[src/rtl/alu_pkg.sv]
package alu_pkg;

  localparam int SZ_W = 2;
  localparam int NSEL = 1 << SZ_W;

  typedef enum logic [3:0] {
    OP_ADD  = 4'd0,
    OP_ADC  = 4'd1,
    OP_SUB  = 4'd2,
    OP_SBB  = 4'd3,
    OP_CMP  = 4'd4,
    OP_INC  = 4'd5,
    OP_DEC  = 4'd6,
    OP_AND  = 4'd7,
    OP_OR   = 4'd8,
    OP_XOR  = 4'd9,
    OP_TEST = 4'd10,
    OP_NOT  = 4'd11,
    OP_NEG  = 4'd12,
    OP_LDFB = 4'd13,
    OP_STFB = 4'd14,
    OP_NOP  = 4'd15
  } alu_op_e;

  typedef struct packed {
    logic of;
    logic sf;
    logic zf;
    logic af;
    logic pf;
    logic cf;
  } alu_flags_t;

  function automatic logic [7:0] pack_flag_byte(alu_flags_t f);
    return {f.sf, f.zf, 1'b0, f.af, 1'b0, f.pf, 1'b0, f.cf};
  endfunction

endpackage

[src/rtl/alu_operand_prep.sv]
module alu_operand_prep
  import alu_pkg::*;
#(
  parameter int DW    = 32,
  parameter int NSIZE = 3
) (
  input  logic [SZ_W-1:0] size_sel,
  input  logic [DW-1:0]   a_raw,
  input  logic [DW-1:0]   b_raw,
  input  logic            imm8,
  output logic [DW-1:0]   a_eff,
  output logic [DW-1:0]   b_eff,
  output logic [DW-1:0]   mask
);

  logic [DW-1:0] mask_tbl [NSEL];

  for (genvar gi = 0; gi < NSEL; gi++) begin : g_mask
    localparam int WI = (gi < NSIZE) ? (8 << gi) : (8 << (NSIZE - 1));
    assign mask_tbl[gi] = {DW{1'b1}} >> (DW - WI);
  end

  logic [DW-1:0] imm_ext;

  always_comb begin
    mask    = mask_tbl[size_sel];
    imm_ext = {{(DW-8){a_raw[7]}}, a_raw[7:0]};
    a_eff   = (imm8 ? imm_ext : a_raw) & mask;
    b_eff   = b_raw & mask;
  end

endmodule

[src/rtl/alu_addsub.sv]
module alu_addsub
  import alu_pkg::*;
#(
  parameter int DW    = 32,
  parameter int NSIZE = 3
) (
  input  logic [SZ_W-1:0] size_sel,
  input  logic [DW-1:0]   mask,
  input  logic [DW-1:0]   x,
  input  logic [DW-1:0]   y,
  input  logic            cin,
  input  logic            sub,
  output logic [DW-1:0]   r,
  output logic            co,
  output logic            af,
  output logic            of
);

  logic [DW:0] t;
  logic [NSEL-1:0] co_tbl, xs_tbl, ys_tbl, rs_tbl;

  always_comb begin
    if (sub) t = {1'b0, x} - {1'b0, y} - {{DW{1'b0}}, cin};
    else     t = {1'b0, x} + {1'b0, y} + {{DW{1'b0}}, cin};
  end

  for (genvar gi = 0; gi < NSEL; gi++) begin : g_tap
    localparam int WI = (gi < NSIZE) ? (8 << gi) : (8 << (NSIZE - 1));
    assign co_tbl[gi] = t[WI];
    assign xs_tbl[gi] = x[WI-1];
    assign ys_tbl[gi] = y[WI-1];
    assign rs_tbl[gi] = t[WI-1];
  end

  logic xs, ys, rs;

  always_comb begin
    xs = xs_tbl[size_sel];
    ys = ys_tbl[size_sel];
    rs = rs_tbl[size_sel];
    co = co_tbl[size_sel];
    r  = t[DW-1:0] & mask;
    af = x[4] ^ y[4] ^ t[4];
    if (sub) of = (xs != ys) && (rs != xs);
    else     of = (xs == ys) && (rs != xs);
  end

endmodule

[src/rtl/alu_logic.sv]
module alu_logic
  import alu_pkg::*;
#(
  parameter int DW = 32
) (
  input  alu_op_e       op,
  input  logic [DW-1:0] mask,
  input  logic [DW-1:0] x,
  input  logic [DW-1:0] y,
  output logic [DW-1:0] r
);

  always_comb begin
    case (op)
      OP_AND, OP_TEST: r = x & y;
      OP_OR:           r = x | y;
      OP_XOR:          r = x ^ y;
      OP_NOT:          r = ~x & mask;
      default:         r = '0;
    endcase
  end

endmodule

[src/rtl/alu_status.sv]
module alu_status
  import alu_pkg::*;
#(
  parameter int DW    = 32,
  parameter int NSIZE = 3
) (
  input  logic [SZ_W-1:0] size_sel,
  input  logic [DW-1:0]   r,
  output logic            zf,
  output logic            sf,
  output logic            pf
);

  logic [NSEL-1:0] top_tbl;

  for (genvar gi = 0; gi < NSEL; gi++) begin : g_top
    localparam int WI = (gi < NSIZE) ? (8 << gi) : (8 << (NSIZE - 1));
    assign top_tbl[gi] = r[WI-1];
  end

  always_comb begin
    zf = (r == '0);
    sf = top_tbl[size_sel];
    pf = ~^r[7:0];
  end

endmodule

[src/rtl/alu_flag_unit.sv]
module alu_flag_unit
  import alu_pkg::*;
#(
  parameter int DW    = 32,
  parameter int NSIZE = 3
) (
  input  logic          clk,
  input  logic          rst_n,
  input  logic          in_valid,
  output logic          in_ready,
  input  logic [3:0]    in_op,
  input  logic [1:0]    in_size,
  input  logic [DW-1:0] in_a,
  input  logic [DW-1:0] in_b,
  input  logic          in_imm8,
  output logic          out_valid,
  input  logic          out_ready,
  output logic [DW-1:0] out_result,
  output logic          out_wr,
  output logic [5:0]    out_flags
);

  alu_op_e    op;
  alu_flags_t flags_q, flags_d;
  logic       accept;

  assign op       = alu_op_e'(in_op);
  assign in_ready = !out_valid || out_ready;
  assign accept   = in_valid && in_ready;

  logic [DW-1:0] a_eff, b_eff, mask;

  alu_operand_prep #(.DW(DW), .NSIZE(NSIZE)) u_prep (
    .size_sel (in_size),
    .a_raw    (in_a),
    .b_raw    (in_b),
    .imm8     (in_imm8),
    .a_eff    (a_eff),
    .b_eff    (b_eff),
    .mask     (mask)
  );

  // Operand steering for the shared adder/subtractor
  logic [DW-1:0] as_x, as_y, as_r;
  logic          as_cin, as_sub, as_co, as_af, as_of;

  always_comb begin
    as_x   = b_eff;
    as_y   = a_eff;
    as_cin = 1'b0;
    as_sub = 1'b0;
    case (op)
      OP_ADC:         as_cin = flags_q.cf;
      OP_SUB, OP_CMP: as_sub = 1'b1;
      OP_SBB: begin
        as_sub = 1'b1;
        as_cin = flags_q.cf;
      end
      OP_INC:         as_y = DW'(1);
      OP_DEC: begin
        as_sub = 1'b1;
        as_y   = DW'(1);
      end
      OP_NEG: begin
        as_sub = 1'b1;
        as_x   = '0;
        as_y   = b_eff;
      end
      default: ;
    endcase
  end

  alu_addsub #(.DW(DW), .NSIZE(NSIZE)) u_addsub (
    .size_sel (in_size),
    .mask     (mask),
    .x        (as_x),
    .y        (as_y),
    .cin      (as_cin),
    .sub      (as_sub),
    .r        (as_r),
    .co       (as_co),
    .af       (as_af),
    .of       (as_of)
  );

  logic [DW-1:0] lg_r;

  alu_logic #(.DW(DW)) u_logic (
    .op   (op),
    .mask (mask),
    .x    (b_eff),
    .y    (a_eff),
    .r    (lg_r)
  );

  logic is_arith, is_logic;

  always_comb begin
    is_arith = op inside {OP_ADD, OP_ADC, OP_SUB, OP_SBB, OP_CMP,
                          OP_INC, OP_DEC, OP_NEG};
    is_logic = op inside {OP_AND, OP_OR, OP_XOR, OP_TEST};
  end

  logic [DW-1:0] res_pick;
  logic          st_zf, st_sf, st_pf;

  assign res_pick = is_arith ? as_r : lg_r;

  alu_status #(.DW(DW), .NSIZE(NSIZE)) u_status (
    .size_sel (in_size),
    .r        (res_pick),
    .zf       (st_zf),
    .sf       (st_sf),
    .pf       (st_pf)
  );

  // Per-operation flag rules
  always_comb begin
    flags_d = flags_q;
    if (is_arith) begin
      flags_d.of = as_of;
      flags_d.sf = st_sf;
      flags_d.zf = st_zf;
      flags_d.af = as_af;
      flags_d.pf = st_pf;
      if (!(op inside {OP_INC, OP_DEC})) flags_d.cf = as_co;
    end else if (is_logic) begin
      flags_d.of = 1'b0;
      flags_d.cf = 1'b0;
      flags_d.sf = st_sf;
      flags_d.zf = st_zf;
      flags_d.pf = st_pf;
    end else if (op == OP_LDFB) begin
      flags_d.cf = in_a[0];
      flags_d.pf = in_a[2];
      flags_d.af = in_a[4];
      flags_d.zf = in_a[6];
      flags_d.sf = in_a[7];
    end
  end

  logic          wr_d;
  logic [DW-1:0] res_d;

  always_comb begin
    wr_d = !(op inside {OP_CMP, OP_TEST, OP_LDFB, OP_NOP});
    if (!wr_d)              res_d = '0;
    else if (op == OP_STFB) res_d = DW'(pack_flag_byte(flags_q));
    else                    res_d = res_pick;
  end

  always_ff @(posedge clk) begin
    if (!rst_n) begin
      out_valid  <= 1'b0;
      out_result <= '0;
      out_wr     <= 1'b0;
      flags_q    <= '0;
    end else if (accept) begin
      out_valid  <= 1'b1;
      out_result <= res_d;
      out_wr     <= wr_d;
      flags_q    <= flags_d;
    end else if (out_ready) begin
      out_valid  <= 1'b0;
    end
  end

  assign out_flags = flags_q;

  // a stalled result and the flag register stay put
  a_r1_stall_hold: assert property (@(posedge clk) disable iff (!rst_n)
    (out_valid && !out_ready) |=> (out_valid && $stable(out_result) &&
                                   $stable(out_wr) && $stable(out_flags)));

  // compare and test never request a write
  a_r5_no_write: assert property (@(posedge clk) disable iff (!rst_n)
    (accept && (op == OP_CMP || op == OP_TEST)) |=> (!out_wr && out_result == '0));

  // increment and decrement keep carry
  a_r6_keep_carry: assert property (@(posedge clk) disable iff (!rst_n)
    (accept && (op == OP_INC || op == OP_DEC)) |=> (out_flags[0] == $past(out_flags[0])));

  // negate carry reflects a nonzero operand
  a_r7_neg_carry: assert property (@(posedge clk) disable iff (!rst_n)
    (accept && op == OP_NEG) |=> (out_flags[0] == ($past(b_eff) != '0)));

  // bitwise operations clear overflow and carry
  a_r8_logic_clears: assert property (@(posedge clk) disable iff (!rst_n)
    (accept && is_logic) |=> (!out_flags[5] && !out_flags[0]));

  // NOT, flag store and reserved opcode leave the flags alone
  a_r9_flags_kept: assert property (@(posedge clk) disable iff (!rst_n)
    (accept && (op == OP_NOT || op == OP_STFB || op == OP_NOP)) |=> $stable(out_flags));

  // byte load keeps overflow
  a_r11_load_keeps_of: assert property (@(posedge clk) disable iff (!rst_n)
    (accept && op == OP_LDFB) |=> (out_flags[5] == $past(out_flags[5])));

endmodule

[config.mk]
export PLATFORM = sky130hd
export DESIGN_NAME = alu_flag_unit
export DESIGN_NICKNAME = d
export VERILOG_FILES = /design/src/rtl/alu_pkg.sv /design/src/rtl/alu_operand_prep.sv /design/src/rtl/alu_addsub.sv /design/src/rtl/alu_logic.sv /design/src/rtl/alu_status.sv /design/src/rtl/alu_flag_unit.sv
export SDC_FILE = /design/constraint.sdc
export NUM_CORES = 1
export LEC_CHECK = 0
export ABC_AREA = 1
export BUFFER_PORTS_ARGS = -buffer_cell sky130_fd_sc_hd__clkbuf_2
export CELL_PAD_IN_SITES_DETAIL_PLACEMENT = 1
export CELL_PAD_IN_SITES_GLOBAL_PLACEMENT = 2
export CORE_MARGIN = 2
export CORE_UTILIZATION = 34
export CTS_CLUSTER_SIZE = 10
export DETAILED_ROUTE_END_ITERATION = 10
export HOLD_SLACK_MARGIN = 0.12
export MAX_ROUTING_LAYER = met4
export PLACE_DENSITY_LB_ADDON = 0.2
export SETUP_SLACK_MARGIN = 0.1
export SLEW_MARGIN = 10
export SYNTH_ARGS = -nofsm -noshare
export SYNTH_HDL_FRONTEND = slang
export SYNTH_SLANG_ARGS = --single-unit
[constraint.sdc]
create_clock -name clk -period 9.9 [get_ports clk]
set_input_delay 0.495 -clock clk [delete_from_list [all_inputs] [get_ports clk]]
set_output_delay 0.495 -clock clk [all_outputs]
set_load 0.03 [all_outputs]
### Word-level counts from Yosys, hierarchy flattened

Cells that the tools add are included.

* bitwise logic cells: 11
* magnitude comparators: 2
* reduce and logical (&&, ||, !) cells: 25
* $add $sub $neg: 4
* equal/unequal tests: 20
* muxes and demuxes: 33

Operator list (count)
* 2-to-1 mux 32 bit: 7
* AND 32 bit: 5
* one-hot mux 32 bit (4 select lines): 1
* binary-select mux 32 bit (select 2 bit): 1
* one-hot mux 32 bit (2 select lines): 1
* adder 32 x 32 -> 33 bit: 1
* adder 33 x 1 -> 33 bit: 1
* 2-to-1 mux 33 bit: 1
* subtractor 32 x 32 -> 33 bit: 1
* subtractor 33 x 1 -> 33 bit: 1
* == test 4 bit, second input constant: 8
* logical NOT 32 bit: 1
* NOT 32 bit: 1
* bitwise OR 32 bit: 1
* bitwise XOR 32 bit: 1
* == test 4 x 3 -> 1 bit, second input constant: 4
* 2-to-1 mux 1 bit: 13
* binary-select mux 1 bit (select 2 bit): 5
* == test 4 x 2 -> 1 bit, second input constant: 2
* nonzero test 2 bit: 4
* nonzero test 4 bit: 2
* nonzero test 8 bit: 1
* XNOR reduction 8 bit: 1
* 2-to-1 mux 6 bit: 1
* other kinds (19): 30

* output and inout bits: 41
* flip-flop bits (word level): 40

### Logic depth before layout (Yosys ltp)

* word-level depth: 15
* depth in mapped cells: 34
* mapped depth without buffers: 32

### By module

From an unflattened synthesis, not the netlist that was laid out.

* cell total of the unflattened synthesis: 2172
* area, all modules: 12004.0 um^2

By module, submodules not included
* alu_addsub: seq. area each 0.0 um^2, area each 5459.0 um^2, instances 1, cells an instance 989
* alu_flag_unit: seq. area each 800.8 um^2, area each 2881.5 um^2, instances 1, cells an instance 484
* alu_logic: seq. area each 0.0 um^2, area each 2503.7 um^2, instances 1, cells an instance 491
* alu_operand_prep: seq. area each 0.0 um^2, area each 910.9 um^2, instances 1, cells an instance 157
* alu_status: seq. area each 0.0 um^2, area each 249.0 um^2, instances 1, cells an instance 51

### Worst setup path after synthesis

No wires, ideal clock.

* path kind: input-to-reg
* from: in in_op[1]
* to: reg flags_q (netlist bit out_flags[3])
* arrival time: 4.253 ns
* setup slack: 5.581 ns
* cell stages on the path: 32
* path through: buf_4 -> nand2_1 -> inv_1 -> nor3_2 -> nor2_4 -> inv_1 -> clkbuf_1 -> buf_1 -> o22ai_1 -> ha_1 -> ha_1 -> nand2_1 -> inv_1 -> nand2_1 -> nand2_1 -> inv_1 -> nand2_1 -> xnor2_1 -> mux2_2 -> o21ai_1 -> inv_1 -> ha_1 -> nand4_1 -> nor2_1 -> nand3_1 -> nor2_1 -> nand2_1 -> nor2_1 -> nand3_1 -> nor2_1 -> nand3_1 -> a21oi_2

* word-level cells in the longest chain between the ends: 11
* elaborated cells between the ends (all ways): 37
* classes of those cells: add/sub (4); eq/ne (13); mux (9); bitwise (1); reduce/logical (10)

Ends and longest elaborated chain
* from (decl): line alu_flag_unit.sv:11 `input logic [3:0] in_op,`
* == test 4 x 3 -> 1 bit: line alu_flag_unit.sv:52, alu_flag_unit.sv:99
* OR reduction 2 bit (no line)
* one-hot mux 32 bit (2 select lines): line alu_flag_unit.sv:52 `case (op)`
* adder 32 x 32 -> 33 bit / subtractor 32 x 32 -> 33 bit (equally long branches): line alu_addsub.sv:24, alu_addsub.sv:23
* adder 33 x 1 -> 33 bit / subtractor 33 x 1 -> 33 bit (equally long branches): line alu_addsub.sv:24, alu_addsub.sv:23
* 2-to-1 mux 33 bit: line alu_addsub.sv:23 `if (sub) t = {1'b0, x} - {1'b0, y} - {{DW{1'b0}}, cin};`
* AND 32 bit: line alu_addsub.sv:42 `r = t[DW-1:0] & mask;`
* 2-to-1 mux 32 bit: line alu_flag_unit.sv:107 `assign res_pick = is_arith ? as_r : lg_r;`
* logical NOT 32 bit: line alu_status.sv:22 `zf = (r == '0);`
* 2-to-1 mux 2 bit: line alu_flag_unit.sv:127 `end else if (is_logic) begin`
* 2-to-1 mux 6 bit: line alu_flag_unit.sv:120 `if (is_arith) begin`
* to (signal assigned): line alu_flag_unit.sv:162 `flags_q <= flags_d;`
* to (decl): line alu_flag_unit.sv:24 `alu_flags_t flags_q, flags_d;`

Several ways; a longest one is shown, not always the timed one.
A chain may end at the register's enable or synchronous reset.

### Worst setup path in the final report

Ends and elaborated chain as after synthesis.

==> flow_summary_export.csv <==
group,metric,value,unit
power,p_comb_frac,0.694,
synth,synth_top_area_frac,0.203,
critical_path,cp-end-kind,"flop",
placed_design,dp_hpwl,37800,um
power,p_seq_frac,0.147,
sta,setup_tns,0,ns
sta,slew_headroom,0.290,
power,p_per_area,107,nW/um^2
grt,gr-total-overflow,0,
sta,setup_slack,4.57,ns
power,ir_drop,65.3,uV
die,rows,63,
critical_path,arrival,5.55,ns
run_status,status,"completed",
synth,synthTopCellsByArea,"nand2_1 (20%), ha_1 (19%), inv_1 (14%), dfxtp_1 (7.7%), nand3_1 (7.1%)",
synth,ys_seq_elements,40,
synth,ys_types,48,
critical_path,r2r_slack,5.33,ns
critical_path,startpoint_type,"input port",
grt,grt_pass1_vias,12700,
drt,dr.pass1.iters,6,
clock_tree,cts-root-buf,"clkbuf_16",
synth,synth_async_sr_flop_share,0,
cells_and_area,fin_nets,2232,
drt,wl_per_cell,18.5,um
die,pin_count,116,
drt,antenna_left,0,
placed_design,port_buffers,115,
sta,tightest_slew,1.06,ns
drt,wl,44200,um
power,p_leak,0.00649,uW
synth,synth_seq_area_share,0.0772,
power,pwr-share-clk,0.159,
synth,ys.warnings.count,0,
grt,grt_pass1_wl,68600,um
clock_tree,clkTransAtPathRegs,0.07,ns
synth,syn_inst,1912,
power,power,1220,uW
critical_path,required,10.12,ns
grt,grt_max_degree,39,
clock_tree,htree_levels,2,
synth,syn_area,10400,sq um
synth,synth_nets,2150,
power,p_int,549,uW
synth,synthMostInstantiatedCell,"nand2_1",
die,die_y,179,um
sta,max_freq,188,MHz
sta,final-setup-viol-count,0,
clock_tree,clk_latency,0.29,ns
run,drv_cap,0,
clock_tree,cts_buffer_depth,2,
drt,vias,12400,
sta,period_minus_slack,5.33,ns
synth,syn_area_per_cell,5.43,sq um
die,initial_core_util,0.347,
synth,synth.largest_area_cell,"nand2_1",
die,dieWidth,179,um
synth,synthTopCellsByCount,"nand2_1 (560), inv_1 (374), nor2_1 (189), ha_1 (159), nand3_1 (148)",
sta,grt_setup_unrepaired,"false",
sta,final.setup_skew,0.00381,ns
power,p_switching,669,uW
worst_hold_path,hp-class,"flop to flop",
power,swShare,0.549,
cells_and_area,drive_gt1_frac,0.0842,
synth,synth-main-ff-cell,"dfxtp_1",
cells_and_area,area_growth,10.2,%
placed_design,pre_cts_ws,4.35,ns
placed_design,gp_congestion,0.923,
clock_tree,post_cts_resized,0,
cells_and_area,finalInstanceArea,11400,sq um
drt,via_per_inst,5.20,
clock_tree,numCtsBuffers,5,
grt,gr-usage-all-layers,0.284,
clock_tree,post_cts.repair.setup_buffers,0,
grt,antenna_found_initial,0,
die,die_area,31900,sq um
drt,drt_iter0_drc,709,
sta,finalHoldViolCount,0,
die,core,29900,sq um
sta,drv_slew,0,
critical_path,crit_type,"input port to flop",
drt,drc,0,
placed_design,placed_area,11300,sq um
clock_tree,clock_sinks,40,
critical_path,path_max_fanout,32,
sta,timing.final.crit_share,0.538,
cells_and_area,n_antenna_cell,0,
synth,synth-edff-count,0,
clock_tree,cts_tree,"yes",
clock_tree,ctsHoldBuffers,0,
==> layout make-up <==
cell class | count | area [sq um]
fillers | 4301 | 18400
well taps | 390 | 488
inverters | 386 | 1450
multi-input cells | 1440 | 7910
repair buffers | 121 | 621
flip-flops and latches | 40 | 801
clock inverters | 3 | 42.5
clock buffers | 5 | 125
==> per-stage QoR <==
| stage | utilization | hold slack, ns | instances |
|---|---|---|---|
| 6_report | 0.383 | 0.468 | 2385 |
| 5_1_grt | 0.383 | 0.489 | 2385 |
| 4_1_cts | 0.383 | 0.465 | 2385 |
| 3_5_place_dp | 0.377 | 0.458 | 2377 |
| 3_3_place_gp | 0.377 | 0.456 | 2377 |
| 2_1_floorplan | - | 0.590 | 1912 |
==> flip-flops by register name, indices dropped and copies added (netlist names) <==
name / count
out_flags: 6
out_result: 32
out_wr: 1
out_valid: 1
==> final timing paths <==
kind,startpoint,endpoint,cells after the start
setup / recovery,in_op[1],out_flags[3],28
hold / removal,out_result[4],out_result[4],2
setup reg to reg,out_flags[0],out_flags[3],23
hold reg to reg,out_result[4],out_result[4],2
==> metal layers <==
layer	track usage	up-vias	share of wire	wire, um
met4	0.0874	0	0.035	1550
li1	-	6214	-	-
met5	-	-	0	0
met3	0.0204	75	0.033	1450
met1	0.351	5848	0.45	19800
met2	0.495	272	0.48	21400
==> placed cells by master, fill, tap and decap left out, drive strengths merged, types with 2 or more instances in the layout <==
cell type	instances
nand2	572
inv	384
nor2	195
ha	159
nand3	152
a21oi	138
clkbuf	120
o21ai	71
dfxtp	40
o22ai	39
a211oi	23
nand4	21
nor3	17
o21bai	14
a221oi	6
buf	6
xnor2	5
o211ai	4
fa	4
nand3b	3
a21o	3
clkinv	3
a221o	2
o21a	2
a31oi	2
xor2	2
==> cell families after synthesis <==
logic type,after synthesis,synth area share
AOI/OAI and AO/OA,306,0.169
adders and majority gates,163,0.199
and+or+nand+nor,963,0.387
buffers and inverters,432,0.161
muxes,1,0.00109
DFF,40,0.0772
xor gates and xnor gates,7,0.00591
==> power groups by stage <==
stage / Combinational [uW] / Sequential (uW) / Clock, uW
after floorplan: 558 / 201 / 0
after global placement: 830 / 182 / 0
after detailed placement: 844 / 183 / 0
after CTS: 849 / 179 / 197
after global routing: 956 / 180 / 204
final: 845 / 179 / 194
==> critical path, cell delays in order <==
cell	delay, ns
clkbuf_2	0.16
inv_1	0.10
nand2_2	0.07
nor2_4	0.69
nor2_4	0.09
inv_1	0.08
buf_4	0.35
o22ai_1	0.20
fa_1	0.48
fa_1	0.48
o21bai_1	0.35
nand2_1	0.12
nand2_1	0.11
nand2_1	0.05
a31oi_1	0.23
nor2_1	0.07
nor2_1	0.19
ha_1	0.18
nand4_1	0.08
nor2_1	0.12
nand3_1	0.08
nor2_1	0.09
nand2_1	0.12
nor2_1	0.12
nand3_1	0.08
nor2_1	0.12
nand3_1	0.10
a21oi_2	0.12
Note: power is estimated with default switching activity, not from simulation.
